<file path="config.mk">
export PLATFORM = sky130hd
export DESIGN_NAME = wdt_encoded_top
export DESIGN_NICKNAME = d
export VERILOG_FILES = /design/src/rtl/wdt_pkg.sv /design/src/rtl/wdt_interval_dec.sv /design/src/rtl/wdt_countdown.sv /design/src/rtl/wdt_ctrl.sv /design/src/rtl/wdt_encoded_top.sv
export SDC_FILE = /design/constraint.sdc
export NUM_CORES = 1
export LEC_CHECK = 0
export BUFFER_PORTS_ARGS = -buffer_cell sky130_fd_sc_hd__buf_2
export CORE_MARGIN = 2
export CORE_UTILIZATION = 50
export CTS_CLUSTER_DIAMETER = 30
export DETAILED_ROUTE_END_ITERATION = 7
export PLACE_DENSITY_LB_ADDON = 0.2
export SYNTH_ARGS = -nofsm -noshare
export SYNTH_HDL_FRONTEND = slang
export SYNTH_SLANG_ARGS = --single-unit
export TNS_END_PERCENT = 30
</file>
<file path="constraint.sdc">
create_clock -name clk -period 3.2 [get_ports clk]
set_input_delay 0.16 -clock clk [delete_from_list [all_inputs] [get_ports clk]]
set_output_delay 0.16 -clock clk [all_outputs]
set_load 0.02 [all_outputs]
</file>
<file path="src/rtl/wdt_pkg.sv">
// Shared types for the encoded-interval watchdog.
// Assumes nothing beyond a common clock domain.
package wdt_pkg;

    // Action taken on the cycle a timeout is detected
    typedef enum logic [1:0] {
        WDT_ACT_NONE  = 2'd0,
        WDT_ACT_IRQ   = 2'd1,
        WDT_ACT_RESET = 2'd2
    } wdt_action_e;

endpackage

</file>
<file path="src/rtl/wdt_interval_dec.sv">
// Turns a control byte into a period in ticks: multiplier << (2*resolution).
// Assumes CNT_W is large enough for the largest multiplier at the top step.
module wdt_interval_dec #(
    parameter int MULT_W = 5,
    parameter int RES_W  = 2,
    parameter int BYTE_W = 1 + MULT_W + RES_W,
    parameter int CNT_W  = MULT_W + 2 * ((1 << RES_W) - 1)
) (
    input  logic [BYTE_W-1:0] cfg_byte,
    output logic [CNT_W-1:0]  period
);

    logic [MULT_W-1:0] mult;
    logic [RES_W-1:0]  res;
    logic [CNT_W-1:0]  mult_ext;

    // Split the byte into its two fields; the top bit (steering) is not used here
    always_comb begin
        mult     = cfg_byte[RES_W +: MULT_W];
        res      = cfg_byte[RES_W-1:0];
        mult_ext = CNT_W'(mult);
    end

    // One shifter stage per resolution bit: stage k shifts by 2*2^k
    logic [CNT_W-1:0] stage [RES_W+1];
    assign stage[0] = mult_ext;
    for (genvar k = 0; k < RES_W; k++) begin : g_shift
        assign stage[k+1] = res[k] ? (stage[k] << (2 * (1 << k))) : stage[k];
    end
    assign period = stage[RES_W];

    logic unused_steer;
    assign unused_steer = cfg_byte[BYTE_W-1];

endmodule

</file>
<file path="src/rtl/wdt_countdown.sv">
// Tick-driven down counter. A load sets the count, and zero means idle.
// Expiry is flagged on the tick that takes the count from 1 to 0.
// Assumes the load takes priority over a tick in the same cycle.
module wdt_countdown #(
    parameter int CNT_W = 11
) (
    input  logic             clk,
    input  logic             rst_n,
    input  logic             load,
    input  logic [CNT_W-1:0] load_val,
    input  logic             tick,
    output logic             expire
);

    logic [CNT_W-1:0] cnt_q;

    // Count state: reload, decrement on tick while non-zero, or hold
    always_ff @(posedge clk) begin
        if (!rst_n) begin
            cnt_q <= '0;
        end else if (load) begin
            cnt_q <= load_val;
        end else if (tick && (cnt_q != '0)) begin
            cnt_q <= cnt_q - 1'b1;
        end
    end

    // Expiry is seen in the cycle of the last tick, unless a reload overrides it
    assign expire = tick && !load && (cnt_q == CNT_W'(1));

endmodule

</file>
<file path="src/rtl/wdt_ctrl.sv">
// Holds the control byte and the sticky flag. It decides the timeout action,
// registers the three output pulses and the read data, and issues reloads.
// Assumes the write and read strobes of the control byte are never both high.
module wdt_ctrl
    import wdt_pkg::*;
#(
    parameter int BYTE_W = 8
) (
    input  logic              clk,
    input  logic              rst_n,
    input  logic              cfg_wr,
    input  logic              cfg_rd,
    input  logic              flg_wr,
    input  logic              flg_rd,
    input  logic [BYTE_W-1:0] wdata,
    input  logic              expire,
    output logic              load,
    output logic [BYTE_W-1:0] load_src,
    output logic [BYTE_W-1:0] rdata,
    output logic              irq_q,
    output logic              rst_req_q,
    output logic              clr_q,
    output logic              flag_q
);

    logic [BYTE_W-1:0] cfg_q;
    wdt_action_e       act;

    // Steering bit (MSB) picks the action when the counter expires
    always_comb begin
        if (!expire)                act = WDT_ACT_NONE;
        else if (cfg_q[BYTE_W-1])   act = WDT_ACT_RESET;
        else                        act = WDT_ACT_IRQ;
    end

    // A reload comes from a write (new byte) or a read kick (stored byte)
    assign load     = cfg_wr || cfg_rd;
    assign load_src = cfg_wr ? wdata : cfg_q;

    // Control byte: written by the host, cleared by a reset-steered timeout
    always_ff @(posedge clk) begin
        if (!rst_n)                     cfg_q <= '0;
        else if (cfg_wr)                cfg_q <= wdata;
        else if (act == WDT_ACT_RESET)  cfg_q <= '0;
    end

    // Sticky flag: reloads clear it, a timeout sets it, flags writes leave it
    always_ff @(posedge clk) begin
        if (!rst_n)                     flag_q <= 1'b0;
        else if (load)                  flag_q <= 1'b0;
        else if (act != WDT_ACT_NONE)   flag_q <= 1'b1;
        else if (flg_wr)                flag_q <= flag_q;
    end

    // Single-cycle output pulses, one cycle after the expiring tick
    always_ff @(posedge clk) begin
        if (!rst_n) begin
            irq_q     <= 1'b0;
            rst_req_q <= 1'b0;
            clr_q     <= 1'b0;
        end else begin
            irq_q     <= (act == WDT_ACT_IRQ);
            rst_req_q <= (act == WDT_ACT_RESET);
            clr_q     <= (act == WDT_ACT_RESET);
        end
    end

    // Registered read data for either readable register
    always_ff @(posedge clk) begin
        if (!rst_n)       rdata <= '0;
        else if (cfg_rd)  rdata <= cfg_q;
        else if (flg_rd)  rdata <= {flag_q, {(BYTE_W-1){1'b0}}};
    end

endmodule

</file>
<file path="src/rtl/wdt_encoded_top.sv">
// Top of the encoded-interval watchdog. It connects the control register,
// the period decoder and the countdown.
// Assumes tick_16hz is a one-cycle enable and that all strobes are synchronous.
module wdt_encoded_top #(
    parameter int MULT_W = 5,
    parameter int RES_W  = 2
) (
    input  logic                      clk,
    input  logic                      rst_n,
    input  logic                      tick_16hz,
    input  logic                      wdog_wr,
    input  logic                      wdog_rd,
    input  logic                      flags_wr,
    input  logic                      flags_rd,
    input  logic [MULT_W+RES_W:0]     wr_data,
    output logic [MULT_W+RES_W:0]     rd_data,
    output logic                      irq_pulse,
    output logic                      reset_req,
    output logic                      century_clr,
    output logic                      wd_flag
);

    localparam int BYTE_W = 1 + MULT_W + RES_W;
    localparam int CNT_W  = MULT_W + 2 * ((1 << RES_W) - 1);

    logic              load;
    logic [BYTE_W-1:0] load_src;
    logic [CNT_W-1:0]  period;
    logic              expire;

    wdt_ctrl #(.BYTE_W(BYTE_W)) u_ctrl (
        .clk       (clk),
        .rst_n     (rst_n),
        .cfg_wr    (wdog_wr),
        .cfg_rd    (wdog_rd),
        .flg_wr    (flags_wr),
        .flg_rd    (flags_rd),
        .wdata     (wr_data),
        .expire    (expire),
        .load      (load),
        .load_src  (load_src),
        .rdata     (rd_data),
        .irq_q     (irq_pulse),
        .rst_req_q (reset_req),
        .clr_q     (century_clr),
        .flag_q    (wd_flag)
    );

    wdt_interval_dec #(
        .MULT_W (MULT_W),
        .RES_W  (RES_W),
        .BYTE_W (BYTE_W),
        .CNT_W  (CNT_W)
    ) u_dec (
        .cfg_byte (load_src),
        .period   (period)
    );

    wdt_countdown #(.CNT_W(CNT_W)) u_cnt (
        .clk      (clk),
        .rst_n    (rst_n),
        .load     (load),
        .load_val (period),
        .tick     (tick_16hz),
        .expire   (expire)
    );

endmodule

</file>
---- Word-level counts from Yosys, hierarchy flattened ----
Index checks and enable logic that the tools add are counted.
word-level totals
  bits in registers ....................... 30
  latch bits .............................. 0
  memory bits (writable) .................. 0
  memory bits (read-only) ................. 0
  input bits .............................. 15
  output and inout port bits .............. 12
  logic and storage cells ................. 33
  memories ................................ 0
cells by class
  add/subtract/negate cells ............... 1
  multipliers ............................. 0
  div/mod/pow operators ................... 0
  $lt $le $gt $ge ......................... 0
  equal/unequal tests ..................... 3
  shift-type cells ........................ 0
  multiplexer cells ....................... 11
  bitwise gates (word level) .............. 1
  reductions and logical operators ........ 11
operators with widths
  operator               count
  $mux 11                3
  $mux 8                 4
  $mux 7                 2
  $eq 11x1->1 const B    1
  $reduce_bool 11->1     1
  $sub 11x1->11 const B  1
  $reduce_bool 2->1      4
  $mux 2                 2
  $logic_and 1x1->1      3
  $eq 2x1->1 const B     1
  $eq 2x2->1 const B     1
  $reduce_or 2->1        1
  $logic_not 1->1        1
  $logic_or 1x1->1       1
  $not 1->1              1

---- Longest topological paths before layout ----
Gate-level depths: netlist of run 1.
  word-level depth ........................ 8
  gate-level depth with buffers ........... 6
  depth with buffers taken out ............ 6

---- Cells and area by module ----
From an unflattened synthesis of run 1, not the netlist that was laid out.
unflattened totals
  cells, all modules ...................... 190
  area total of the unflattened synthesis .. 1711.6 um^2
modules (own cells, without submodules)
  module            times used  cells an instance  area an instance (um^2)  sequential area each (um^2)
  wdt_ctrl          1           89                 838.3                    380.4
  wdt_countdown     1           82                 738.2                    220.2
  wdt_interval_dec  1           19                 135.1                    0.0

---- Worst setup path after synthesis of run 1 ----
Ideal clock, no wire load.
  path kind ............................... register to register
  from .................................... register u_cnt.cnt_q[0]
  to ...................................... register u_cnt.cnt_q[4]
  library setup time ...................... 131 ps
  arrival ................................. 1413 ps
  required time ........................... 3069 ps
  slack ................................... 1656 ps
  stages on the path, launching flop included .. 7
  path buffers ............................ 0
  clock period less this slack ............ 1544 ps
  path through ............................ dfxtp_1 -> inv_1 -> ha_1 -> nor4b_4 -> and3_2 -> o311ai_0 -> o21ai_1
between the ends
  longest elaborated chain between the ends .. 3
  elaborated cells between the ends (all ways) .. 6
  those cells by class .................... add/sub (1); mux (2); reduce/logical (3)
ends and longest elaborated chain
  item                                                 line                                      text
  start: declaration                                   wdt_countdown.sv:15                       logic [CNT_W-1:0] cnt_q;
  start signal: assignment                             wdt_countdown.sv:22                       cnt_q <= load_val;
  start signal: assignment                             wdt_countdown.sv:24                       cnt_q <= cnt_q - 1'b1;
  $sub 11x1->11 or $reduce_bool 11->1 (tied branches)  wdt_countdown.sv:24, wdt_countdown.sv:23
  $mux 11 or $logic_and 1x1->1 (tied branches)         wdt_countdown.sv:23                       end else if (tick && (cnt_q != '0)) begin
  $mux 11 or $reduce_bool 2->1 (tied branches)         --
Parallel ways exist; a longest one is shown, timed or not. The select of a mux whose other input is x is not followed.
A chain may end at the register's enable or synchronous reset.

---- Final worst setup path of run 1 ----
  from .................................... register u_cnt.cnt_q[0]
  to ...................................... register u_cnt.cnt_q[2]
Same word-level chain as after synthesis.

==> results of run 1 <==
final timing paths:
path,endpoint
max,u_cnt.cnt_q[2]
min,u_ctrl.cfg_q[7]
max reg2reg,u_cnt.cnt_q[2]
min reg2reg,u_ctrl.irq_q
state kept, by name (all words and copies together), names as in the netlist:
register / flops
u_ctrl.cfg_q: 8
u_cnt.cnt_q: 11
u_ctrl.irq_q: 1
u_ctrl.rst_req_q: 1
u_ctrl.rdata: 8
u_ctrl.flag_q: 1
where the power goes:
part | internal, µW | total (µW) | switching (µW) | leakage (µW)
registers | 396 | 421 | 25.2 | 0.000245
logic | 79.5 | 204 | 125 | 0.000451
clock network | 150 | 284 | 134 | 0.0000446
cells in the final DEF, fill, tap and decap left out, types with 2 or more instances in the layout:
master    netlist  routed
nand3_1         5       5
nor2_1         29      29
o22ai_1         2       2
a32oi_1         4       4
clkbuf_8        0       3
o21ai_1         2       2
nand2b_1        3       3
mux2i_1        12      12
nor3b_1         6       6
inv_1           6       6
and4_1          4       4
a211oi_1        4       4
clkbuf_4        0       5
ha_1            2       2
nand2_1         9       9
a22oi_1         4       4
nor3_1          5       5
a31oi_1         5       5
nand3b_1        4       4
o21ai_0         6       6
a21oi_1        13      13
buf_2           0      25
dfxtp_1        30      30
nand4_1         2       2
nand2_2         2       2
per-layer routing:
metal  vias up  share of wire (%)
met5         -                  0
met4         0                1.4
met3         7                6.6
met2        48                 45
met1       716                 47
li1        743                  -
final cells by class:
| type | count | area share [%] |
|---|---|---|
| well taps | 44 | 3.012 |
| inverters | 7 | 1.437 |
| repair buffers | 25 | 6.845 |
| multi-input cells | 142 | 51.54 |
| clock buffers | 8 | 4.312 |
| flip-flops and latches | 30 | 32.85 |
critical path, cell delays in order, from the launching register on:
cell and delay [ns]:
dfxtp_1 0.36, inv_1 0.09, ha_1 0.25, nor4b_4 0.44, a31oi_2 0.28, o21a_1 0.20, o32ai_2 0.18
metrics by stage:
step                utilization (%)  area, µm²
floorplan                         -       1630
global placement              56.83       1749
detailed placement            56.83       1749
CTS                           59.39       1828
global route                  59.39       1828
finish                        59.39       1828
kinds of logic after synthesis:
group           after synthesis  share of synthesized area, %
compound gates               49                         20.80
fa+ha+maj                     2                         1.535
buf+inv                      18                         5.371
flops                        30                         36.84
mux                          13                         8.059
simple gates                 78                         27.40
==> impl_metrics.py, run 1 <==
metrics = {
    "finish": {
        "multi_input_area_um2": 942.2,
        "diodes": 0,
        "fillers": 282,
        "final_cells": 256,
        "regArea_um2": 600.6,
        "drive_gt1_share_pct": 21.70,
        "area_growth_pct": 12.13,
        "nets": 228,
    },
    "clock_network": {
        "clkTransAtPathRegs_ns": 0.09,
        "cts_sinks": 30,
        "clockBufferDepth": 2,
        "clk_latency_ns": 0.34,
        "post_cts_buffers": 0,
        "hold_buffers": 0,
        "cts_resized": 0,
        "h-tree-depth": 2,
        "cts_root_buffer": "clkbuf_4",
        "numCtsBuffers": 5,
        "cts_tree": "done",
    },
    "worst_setup_path": {
        "required_ns": 3.45,
        "rrSetupSlack_ns": 1.31,
        "crit_type": "flop to flop",
        "crit_start": "u_cnt.cnt_q[0]",
        "r2r_cells": 6,
        "cp_data_arrival_time_ns": 2.14,
        "critPathLaunchType": "flop",
        "crit_fanout": 9,
        "endpoint_kind": "flop",
        "regToRegStartpoint": "u_cnt.cnt_q[0]",
    },
    "synthesis": {
        "synth.cells.most_frequent": "30 x dfxtp_1, 29 x nor2_1, 13 x a21oi_1, 12 x mux2i_1, 9 x nand2_1",
        "ys_async_sr_fraction_pct": 0,
        "ys_top_cells_by_area": "dfxtp_1 37%, mux2i_1 7.4%, nor2_1 6.7%",
        "synthDistinctLibCells": 46,
        "synth_seq_cells": 30,
        "synth_edf_count": 0,
        "synth.largest_area_cell": "dfxtp_1",
        "synth_top_flop_cell": "dfxtp_1",
        "postSynthAreaPerCell_um2": 8.581,
        "yosysSeqAreaShare_pct": 36.84,
        "syn_area_mm2": 0.001630,
        "synth_most_common_cell": "dfxtp_1",
        "synth_cells": 190,
        "yosys_warnings": 0,
        "syn_nets": 207,
        "yosysTopAreaCellShare_pct": 36.84,
    },
    "die": {
        "core_area_mm2": 0.003078,
        "die_h_um": 61.10,
        "start_util_pct": 52.97,
        "ios": 27,
        "dieArea_mm2": 0.003733,
        "rows": 20,
        "die_x_um": 61.10,
    },
    "sta": {
        "whs_ns": 0.05829,
        "hold_viol_final": 0,
        "min_period_ns": 1.888,
        "rsz0062_at_grt": "false",
        "skew_ns": 0.003419,
        "fin_crit_sh_pct": 59.01,
        "fmax_ghz": 0.5296,
        "tightestPinTransition_ns": 0.7735,
        "setup_viol": 0,
        "max_slew_margin_pct": 48.04,
        "drv_slew": 0,
        "layout_setup_ws_ns": 1.312,
        "tns_ns": 0,
    },
    "routing": {
        "avgViaCountPerCell": 5.914,
        "drcViolationCount": 0,
        "vias": 1514,
        "drt-total-wl_mm": 3.936,
        "ant_nets": 0,
        "wl_per_cell_um": 15.38,
        "dr.pass1.iters": 4,
        "drt_iter0_markers": 79,
    },
    "place": {
        "gp_congestion": 0.9263,
        "pre_cts_ws_ns": 1.375,
        "dp_cells": 248,
        "dpl.hpwl_mm": 2.801,
        "portBuffers": 25,
    },
    "run_status": {
        "outcome": "finished, final reports clean",
    },
    "global_routing": {
        "groute.layer.met3.usage_pct": 5.882,
        "grt_max_degree": 24,
        "grt_pass1_vias": 1345,
        "grt_pass1_wl_mm": 6.348,
        "antenna_found_initial": 0,
        "gr-total-overflow": 0,
        "grt_use_met1_pct": 33.03,
        "busiest_layer": "met2",
        "grt_use_total_pct": 23.50,
        "met2_usage_pct": 34.35,
    },
    "pwr": {
        "fin_total_pwr_uw": 909.0,
        "p_per_area_mw_per_mm2": 497.3,
        "leakage_uw": 0.0007409,
        "ir_worst_vdd_v": 0.0002819,
    },
    "min_path": {
        "min_from": "wr_data[7]",
        "hold_path_depth": 3,
        "holdCritPathClass": "primary input to flop",
    },
    "flow_run": {
        "cap_violations": 0,
    },
}
Note: power is estimated with default switching activity, not from simulation.
==> run 2, diff against run 1 <==
==> constraint.sdc (replaced) <==
create_clock -name clk -period 1.92 [get_ports clk]
set_input_delay 0.096 -clock clk [delete_from_list [all_inputs] [get_ports clk]]
set_output_delay 0.096 -clock clk [all_outputs]
set_load 0.02 [all_outputs]
==> impl_metrics.py, run 2 (synthesis results as in run 1) <==
metrics = {
    "run_status": {
        "outcome": "finished, final reports clean",
    },
    "clock_network": {
        "h-tree-depth": 2,
        "cts_sinks": 30,
        "clk_latency_ns": 0.33,
        "clkTransAtPathRegs_ns": 0.10,
        "cts_root_buffer": "clkbuf_4",
        "cts_tree": "done",
        "clockBufferDepth": 2,
        "numCtsBuffers": 5,
    },
    "routing": {
        "drcViolationCount": 0,
        "avgViaCountPerCell": 5.969,
        "drt-total-wl_mm": 3.952,
        "vias": 1546,
        "wl_per_cell_um": 15.26,
        "ant_nets": 0,
        "drt_iter0_markers": 144,
        "dr.pass1.iters": 4,
    },
    "worst_setup_path": {
        "regToRegStartpoint": "u_cnt.cnt_q[1]",
        "crit_fanout": 7,
        "critPathLaunchType": "flop",
        "critical_path.top_delay_family": "simple AND/OR/NAND/NOR gates",
        "crit_type": "flop to flop",
        "cpPeakStageDelay_ns": 0.38,
        "required_ns": 2.13,
        "slowest_stage": "dfxtp_1",
        "cp_data_arrival_time_ns": 2.01,
        "rrSetupSlack_ns": 0.12,
        "r2r_end": "u_cnt.cnt_q[4]",
        "path_cells": "inv_1, ha_1, nor4b_4, buf_4, and3_2, o311ai_1, o21ai_1",
        "r2r_cells": 7,
        "endpoint_kind": "flop",
        "path_buf_inv": 2,
    },
    "sta": {
        "hold_viol_final": 0,
        "max_slew_margin_pct": 52.59,
        "drv_slew": 0,
        "rsz0062_at_grt": "false",
        "setup_viol": 0,
        "tightestPinTransition_ns": 0.7085,
        "min_period_ns": 1.799,
        "fin_crit_sh_pct": 93.70,
        "skew_ns": 0.009359,
        "fmax_ghz": 0.5558,
        "tns_ns": 0,
        "layout_setup_ws_ns": 0.1209,
    },
    "die": {
        "core_area_mm2": 0.003078,
        "ios": 27,
        "die_x_um": 61.10,
        "dieArea_mm2": 0.003733,
        "rows": 20,
        "die_h_um": 61.10,
        "start_util_pct": 52.97,
    },
    "finish": {
        "drive_gt1_share_pct": 22.79,
        "area_growth_pct": 12.82,
        "final_cells": 259,
        "diodes": 0,
        "final_cell_mix": "29 x nor2_1, 29 x dfxtp_1, 25 x buf_2, 13 x a21oi_1, 12 x mux2i_1",
        "final_cell_area_mm2": 0.001839,
        "top_register": "u_cnt.cnt_q",
        "nets": 232,
        "largest_reg_flops": 11,
        "top_regs": "u_cnt.cnt_q: 11 flops, u_ctrl.cfg_q: 8 flops, u_ctrl.rdata: 8 flops",
    },
    "global_routing": {
        "antenna_found_initial": 0,
        "grt_use_total_pct": 23.39,
        "grt_pass1_vias": 1400,
        "grt_pass1_wl_mm": 6.410,
        "gr-total-overflow": 0,
        "grt_max_degree": 24,
    },
    "min_path": {
        "min_from": "wr_data[6]",
        "holdCritPathClass": "primary input to flop",
        "min_to": "u_ctrl.cfg_q[6]",
        "hold_path_depth": 3,
    },
    "place": {
        "post_dp_cell_area_mm2": 0.001764,
        "gp_congestion": 0.9582,
        "pre_cts_ws_ns": 0.1543,
        "dp_cells": 250,
        "portBuffers": 25,
        "dpl.hpwl_mm": 2.834,
    },
    "flow_run": {
        "cap_violations": 0,
    },
    "pwr": {
        "ir_worst_vdd_v": 0.0005169,
        "fin_total_pwr_uw": 1415,
        "p_per_area_mw_per_mm2": 769.5,
        "leakage_uw": 0.0007493,
    },
}
[run 2: per-stage QoR]
| stage | util, % | hold slack (ns) |
|---|---|---|
| finish | 59.76 | 0.03425 |
| global placement | 57.32 | 0.3556 |
| detailed placement | 57.32 | 0.3577 |
| CTS | 59.19 | 0.02315 |
| floorplan | - | 0.2390 |
| global route | 59.76 | 0.04706 |
[run 2: timing repair]
item,CTS,global route
endpoints found under the hold margin,1,0
hold buffers,1,0
setup buffers,0,1
resized for setup,0,3
endpoints found under the setup margin,0,7
[run 2: metal layers]
| metal | GRT usage [%] | part of all wire (%) | wire, µm | vias to the layer above |
|---|---|---|---|---|
| met5 | 0 | 0 | 0 | - |
| met4 | 9.006 | 1.8 | 70 | 0 |
| met3 | 6.723 | 7.3 | 289 | 8 |
| met2 | 35.41 | 46 | 1824 | 56 |
| met1 | 31.52 | 45 | 1768 | 738 |
| li1 | - | - | - | 744 |
[run 2: worst register-to-register path, delay by kind of cell (launching register included)]
| family | cells | cell delay (ns) |
|---|---|---|
| AND/OR/NAND/NOR | 2 | 0.40 |
| flip-flops | 1 | 0.38 |
| AO/OA/AOI/OAI | 2 | 0.39 |
| adder cells (fa/ha/maj) | 1 | 0.25 |
| buffers and inverters | 2 | 0.25 |
[run 2: cell type report]
type | count | area (µm²)
tap | 44 | 55.05
sequential | 30 | 601.8
clock buffer | 5 | 37.54
clock inverter | 2 | 10.01
inverter | 7 | 26.28
fill | 289 | 1239
timing repair buffer | 29 | 157.7
multi-input combinational | 142 | 950.9
[run 2: how the worst max path moves through the flow]
stage / cells past startpoint / endpoint / startpoint / slack [ns]
2_1_floorplan: 6 / u_cnt.cnt_q[4] / u_cnt.cnt_q[0] / 0.38
3_3_place_gp: 6 / u_cnt.cnt_q[2] / u_cnt.cnt_q[0] / 0.17
3_5_place_dp: 6 / u_cnt.cnt_q[2] / u_cnt.cnt_q[0] / 0.15
4_1_cts: 6 / u_cnt.cnt_q[2] / u_cnt.cnt_q[0] / 0.12
5_1_grt: 7 / u_cnt.cnt_q[3] / u_cnt.cnt_q[0] / 0.04
6_report: 7 / u_cnt.cnt_q[4] / u_cnt.cnt_q[1] / 0.12
[run 2: where the power goes]
| group | total [µW] | switching (µW) | internal [µW] |
|---|---|---|---|
| Clock | 342 | 211 | 131 |
| Sequential | 703 | 42.7 | 660 |
| Combinational | 370 | 219 | 151 |
